==> src/rtl/deser_pkg.sv <==
package deser_pkg;

  typedef enum logic {
    LOOP_RAW     = 1'b0,
    LOOP_RETIMED = 1'b1
  } loop_src_e;

  function automatic int unsigned half_period(input int unsigned div);
    return div / 2;
  endfunction

endpackage

==> src/rtl/deser_divider.sv <==
module deser_divider #(
  parameter int unsigned DIV = 20
) (
  input  logic clk,
  input  logic rst_n,
  output logic wrap_o,
  output logic pclk_o
);
  import deser_pkg::*;

  localparam int unsigned CW = (DIV > 2) ? $clog2(DIV) : 1;
  localparam logic [CW-1:0] LAST = CW'(DIV - 1);
  localparam logic [CW-1:0] HALF = CW'(half_period(DIV));

  logic [CW-1:0] cnt_q, cnt_d;
  logic          pclk_q, pclk_d;
  logic          cnt_en;

  assign cnt_en = 1'b1;

  always_comb begin
    cnt_d  = cnt_q;
    pclk_d = pclk_q;
    if (cnt_en) begin
      cnt_d  = (cnt_q == LAST) ? '0 : cnt_q + 1'b1;
      pclk_d = (cnt_d < HALF);
    end
  end

  always_ff @(posedge clk or negedge rst_n) begin
    if (!rst_n) begin
      cnt_q  <= '0;
      pclk_q <= 1'b1;
    end else begin
      cnt_q  <= cnt_d;
      pclk_q <= pclk_d;
    end
  end

  assign wrap_o = (cnt_q == LAST);
  assign pclk_o = pclk_q;


  pclk_edge_place_chk: assert property (@(posedge clk) disable iff (!rst_n)
    ($past(rst_n) && (pclk_q != $past(pclk_q))) |-> (cnt_q == '0 || cnt_q == HALF));

endmodule

==> src/rtl/deser_shifter.sv <==
module deser_shifter #(
  parameter int unsigned W            = 20,
  parameter bit          FIRST_TO_MSB = 1'b1
) (
  input  logic         clk,
  input  logic         rst_n,
  input  logic         bit_i,
  output logic [W-1:0] word_o
);

  logic [W-1:0] sr_q, sr_d;
  logic         shift_en;

  assign shift_en = 1'b1;

  generate
    if (FIRST_TO_MSB) begin : g_msb_first
      assign word_o = {sr_q[W-2:0], bit_i};
    end else begin : g_lsb_first
      assign word_o = {bit_i, sr_q[W-1:1]};
    end
  endgenerate

  always_comb begin
    sr_d = sr_q;
    if (shift_en) sr_d = word_o;
  end

  always_ff @(posedge clk or negedge rst_n) begin
    if (!rst_n) sr_q <= '0;
    else        sr_q <= sr_d;
  end

endmodule

==> src/rtl/deser_hold.sv <==
module deser_hold #(
  parameter int unsigned W = 20
) (
  input  logic         clk,
  input  logic         rst_n,
  input  logic         wrap_i,
  input  logic         lock_i,
  input  logic [W-1:0] word_i,
  output logic [W-1:0] pword_o,
  output logic         vld_o
);

  logic [W-1:0] pword_q, pword_d;
  logic         vld_q, vld_d;
  logic         upd_en;

  assign upd_en = wrap_i & lock_i;

  always_comb begin
    pword_d = pword_q;
    vld_d   = 1'b0;
    if (upd_en) begin
      pword_d = word_i;
      vld_d   = 1'b1;
    end
  end

  always_ff @(posedge clk or negedge rst_n) begin
    if (!rst_n) begin
      pword_q <= '0;
      vld_q   <= 1'b0;
    end else begin
      pword_q <= pword_d;
      vld_q   <= vld_d;
    end
  end

  assign pword_o = pword_q;
  assign vld_o   = vld_q;


  mute_hold_chk: assert property (@(posedge clk) disable iff (!rst_n)
    (wrap_i && !lock_i) |=> ($stable(pword_q) && !vld_q));

endmodule

==> src/rtl/deser_loopthru.sv <==
module deser_loopthru (
  input  logic clk,
  input  logic rst_n,
  input  logic din_i,
  input  logic sel_i,
  input  logic oe_i,
  output logic dout_o
);
  import deser_pkg::*;

  logic      din_q;
  loop_src_e src;

  assign src = loop_src_e'(sel_i);

  always_ff @(posedge clk or negedge rst_n) begin
    if (!rst_n) din_q <= 1'b0;
    else        din_q <= din_i;
  end

  always_comb begin
    dout_o = 1'b0;
    if (oe_i) dout_o = (src == LOOP_RETIMED) ? din_q : din_i;
  end

endmodule

==> src/rtl/par_deser_mute.sv <==
module par_deser_mute #(
  parameter int unsigned W = 20
) (
  input  logic         clk,
  input  logic         rst_n,
  input  logic         ser_din,
  input  logic         lock_in,
  input  logic         retime_sel,
  input  logic         loop_oe,
  output logic [W-1:0] pword,
  output logic         pword_vld,
  output logic         pclk_out,
  output logic         loop_dout
);

  logic         wrap;
  logic [W-1:0] asm_word;

  deser_divider #(.DIV(W)) u_div (
    .clk    (clk),
    .rst_n  (rst_n),
    .wrap_o (wrap),
    .pclk_o (pclk_out)
  );

  deser_shifter #(.W(W), .FIRST_TO_MSB(1'b1)) u_shift (
    .clk    (clk),
    .rst_n  (rst_n),
    .bit_i  (ser_din),
    .word_o (asm_word)
  );

  deser_hold #(.W(W)) u_hold (
    .clk     (clk),
    .rst_n   (rst_n),
    .wrap_i  (wrap),
    .lock_i  (lock_in),
    .word_i  (asm_word),
    .pword_o (pword),
    .vld_o   (pword_vld)
  );

  deser_loopthru u_loop (
    .clk    (clk),
    .rst_n  (rst_n),
    .din_i  (ser_din),
    .sel_i  (retime_sel),
    .oe_i   (loop_oe),
    .dout_o (loop_dout)
  );


  vld_single_chk: assert property (@(posedge clk) disable iff (!rst_n)
    pword_vld |=> !pword_vld);


  vld_on_pclk_rise_chk: assert property (@(posedge clk) disable iff (!rst_n)
    pword_vld |-> (pclk_out && !$past(pclk_out)));


  retimed_loop_chk: assert property (@(posedge clk) disable iff (!rst_n)
    (loop_oe && retime_sel && $past(rst_n)) |-> (loop_dout == $past(ser_din)));

endmodule

==> config.mk <==
export PLATFORM = sky130hd
export DESIGN_NAME = par_deser_mute
export DESIGN_NICKNAME = d
export VERILOG_FILES = /design/src/rtl/deser_pkg.sv /design/src/rtl/deser_divider.sv /design/src/rtl/deser_shifter.sv /design/src/rtl/deser_hold.sv /design/src/rtl/deser_loopthru.sv /design/src/rtl/par_deser_mute.sv
export SDC_FILE = /design/constraint.sdc
export NUM_CORES = 1
export LEC_CHECK = 0
export ABC_AREA = 0
export ABC_CLOCK_PERIOD_IN_PS = 2900
export CAP_MARGIN = 15
export CORE_MARGIN = 2
export CORE_UTILIZATION = 40
export CTS_BUF_LIST = sky130_fd_sc_hd__clkbuf_4
export CTS_CLUSTER_SIZE = 20
export DETAILED_ROUTE_END_ITERATION = 8
export PLACE_DENSITY_LB_ADDON = 0.12
export RECOVER_POWER = 100
export SLEW_MARGIN = 20
export SYNTH_ARGS = -nofsm -noshare
export SYNTH_HDL_FRONTEND = slang
export SYNTH_SLANG_ARGS = --single-unit
==> constraint.sdc <==
create_clock -name clk -period 2.9 [get_ports clk]
set_clock_uncertainty 0.05 [all_clocks]
set_input_delay 0.58 -clock clk [delete_from_list [all_inputs] [get_ports clk]]
set_output_delay 0.58 -clock clk [all_outputs]
set_load 0.02 [all_outputs]
==> run metrics, run 1 <==
average wire per standard cell=between 10 and 15 um; Seq cells post-synth=46; CP endpoint kind=primary output; most frequent cell after synthesis=dfrtp_1; CTS tree=done; # resized after CTS=0; Clock transition at path regs=~120 ps; leakage=between 0.8 and 0.9 nW; Worst EP required=around 2300 ps; placed cells=171; Setup TNS=0 ps; Clk pwr share=about a quarter; syn nets=around 110; P per Cell Area=around 550 nW/um2; Die Ht=68.9 um; row count=23; via-per-instance ratio=4.79; Clock Path Buffers=2; Critical Path Stages=4; Seq/Total Area, Yosys=between 60% and 70%; die area=about 4700 um2; TritonCTS buffer count=5; share of cells above drive strength 1=~7.8%; cell taking the most area after synthesis=dfrtp_1; critical path's slowest cell=dlygate4sd3_1; max incr delay on CP=just under 700 ps; Routed WL=approximately 2400 um; Core Util, Final=around 48%; GPL Wtd Cong=between 0.6 and 0.7; fin crit period=roughly 2600 ps; # diodes=0; area of the mapped netlist=around 1700 um2; initial antenna violation count=0; library cells used by synthesis=24; Internal=822 uW; CTS Hold Bufs=0; Placeable Area=slightly above 4000 um2; CTS sink cnt=between 40 and 50; Crit path top cell by count=dlygate4sd3_1; drt pass-1 iters=4; CP Buf/Inv Count=2; RSZ-0062 raised after global routing=false; Syn Area/Cell=roughly 17 um2; Max VDD drop=0.251 mV; Post-DP Area=between 1500 and 2000 um2; failing checks=max-capacitance violations, max-slew violations; Combinational Power Share=a little under a tenth; DP Worst Slack=around 380 ps; final net count=roughly 140; H-tree lvl count=2; max-slew violation total from the final report=47; Synth top cells by count=dfrtp_1 (45), mux2_4 (19), buf_6 (4), nor2_1 (3), nor2b_1 (3); fmax=381 MHz; Flop pwr share=~64%; reg2reg path depth=4; Die X=about 69 um; Synth Flop Type=dfrtp_1; relative slew slack=-51.6%; Sw Pwr=257 uW; switching part of the total power=about a quarter; DR DRC count=0; fin cells=roughly 180; ANT nets after route=0; via count=between 800 and 900; actual slew at the worst max-slew pin=about 2300 ps; Fin. Hold Viols=0; area grow syn2layout=15.8%; ys async rst share=between 90% and 100%; status=finished with violations; initial DRC count=44; synth top area cells=dfrtp_1 (67%), mux2_4 (17%), buf_6 (2.7%), dfstp_2 (1.6%), mux2_2 (1.3%); WS Path Type=input port to primary output; pin count of the biggest net entering global routing=47; Min-Delay Path Class=flop to flop; CP arrival=approximately 2000 ps; worst hold path depth=0; setup violators final=0; Initial Utilization=between 40% and 50%; top cell type's share of synthesized area=about two thirds; first-pass GRT wire length=~4300 um; crit path max fanout=3; clock latency on the worst-skew pair=about 340 ps; Detailed Place HPWL=around 1600 um; worst setup margin=about 270 ps; total grt overflow=0; Setup Fix Bufs, Post-CTS=0; Critical Path, Cell by Cell=dlygate4sd3_1 -> mux2i_1 -> nor2b_1 -> dlygate4sd3_1; Final Cycle Share=90.5%; fill cell count=between 300 and 400; Design Area, Final=1950 um2; Post-synth EDFFs=0; CTS root buffer=clkbuf_4; Ports=29; Total Routing Usage GR=about an eighth; Worst Setup Start Kind=input port; YS warnings=0; Syn Inst Count=98; Crit path max-delay family=buffers and inverters; PortBufs=28; max-cap violation count=1; vias in the first global route=889
[stage by stage]
| step | power (mW) | hold slack [ps] |
|---|---|---|
| after floorplan | 0.763 | 234 |
| after global placement | 0.832 | 306 |
| after detailed placement | 0.835 | 312 |
| after CTS | 1.12 | 341 |
| after global routing | 1.14 | 350 |
| final | 1.08 | 329 |
[sequential cells by signal (all words and copies together) (netlist names)]
register and cells:
u_div.cnt_q 5, u_div.pclk_o 1, u_hold.pword_o 20, u_hold.vld_o 1, u_shift.sr_q 19
[kinds of logic (layout without fill, tap and decap cells)]
logic type	Yosys count	in the layout	synth area share, %
AO/OA/AOI/OAI	8	8	3.27
XOR/XNOR	1	1	0.521
adder cells (fa/ha/maj)	1	1	0.743
buffers and inverters	7	38	3.42
flip-flops	46	46	68.5
multiplexers	23	23	19.5
AND/OR/NAND/NOR	12	12	4.09
[layout by cell type, fill, tap and decap left out]
| cell | n |
|---|---|
| dfrtp_1 | 45 |
| dlygate4sd3_1 | 24 |
| mux2_1 | 19 |
| clkbuf_4 | 6 |
| nor2b_1 | 3 |
| nor2_1 | 3 |
| clkdlybuf4s50_1 | 3 |
| nand3_1 | 2 |
| inv_1 | 2 |
| mux2_2 | 2 |
| o21ai_0 | 2 |
| nand2_1 | 2 |
| mux2i_1 | 2 |
| xnor2_1 | 1 |
| a21oi_1 | 1 |
| and4bb_1 | 1 |
| a22o_1 | 1 |
| nand4_1 | 1 |
| a21boi_0 | 1 |
| o22ai_1 | 1 |
| o21a_1 | 1 |
| a221o_1 | 1 |
| ha_1 | 1 |
| clkinv_2 | 1 |
| clkinv_1 | 1 |
| clkbuf_1 | 1 |
| dfstp_2 | 1 |
[path summary, 6_finish.rpt]
check | start | endpoint | slack, ps
min | u_shift.sr_q[8] | u_shift.sr_q[9] | 330
max | ser_din | loop_dout | 270
min reg2reg | u_shift.sr_q[8] | u_shift.sr_q[9] | 330
max reg2reg | u_div.cnt_q[0] | u_hold.pword_o[6] | 640
max in group asynchronous | rst_n | u_div.cnt_q[0] | 670
min in group asynchronous | rst_n | u_hold.pword_o[19] | 840
[routing by layer]
layer	GRT usage (%)	up-vias	wire, um
met4	6.62	0	51
met1	15.5	424	1070
li1	-	398	-
met5	0	-	0
met3	5.68	6	154
met2	19.7	29	1150
[power by group through the flow]
stage	Sequential [mW]	Combinational [mW]	Clock, mW
after floorplan	0.731	0.0323	0
after global placement	0.706	0.126	0
after detailed placement	0.708	0.127	0
after CTS	0.696	0.127	0.300
after global routing	0.698	0.110	0.330
final	0.692	0.0998	0.286
[area by class of cell]
| class | instances | area [um2] | share of cell area [%] |
|---|---|---|---|
| clock buffers | 6 | 45.0 | 2.31 |
| multi-input cells | 45 | 399 | 20.5 |
| well taps | 50 | 62.6 | 3.21 |
| inverters | 2 | 7.51 | 0.385 |
| flip-flops and latches | 46 | 1150 | 59.1 |
| repair buffers | 28 | 274 | 14.1 |
| clock inverters | 2 | 8.76 | 0.449 |
Power figures use the tool's default switching activity.
==> inputs of run 2 (changes only) <==
--- a/config.mk
+++ b/config.mk
@@ -11,7 +11,6 @@
 export CORE_MARGIN = 2
 export CORE_UTILIZATION = 40
 export CTS_BUF_LIST = sky130_fd_sc_hd__clkbuf_4
-export CTS_CLUSTER_SIZE = 20
 export DETAILED_ROUTE_END_ITERATION = 8
 export PLACE_DENSITY_LB_ADDON = 0.12
 export RECOVER_POWER = 100
==> results of run 2 <==
Same layout as run 1: the final DEF is identical, and so are final timing and power.
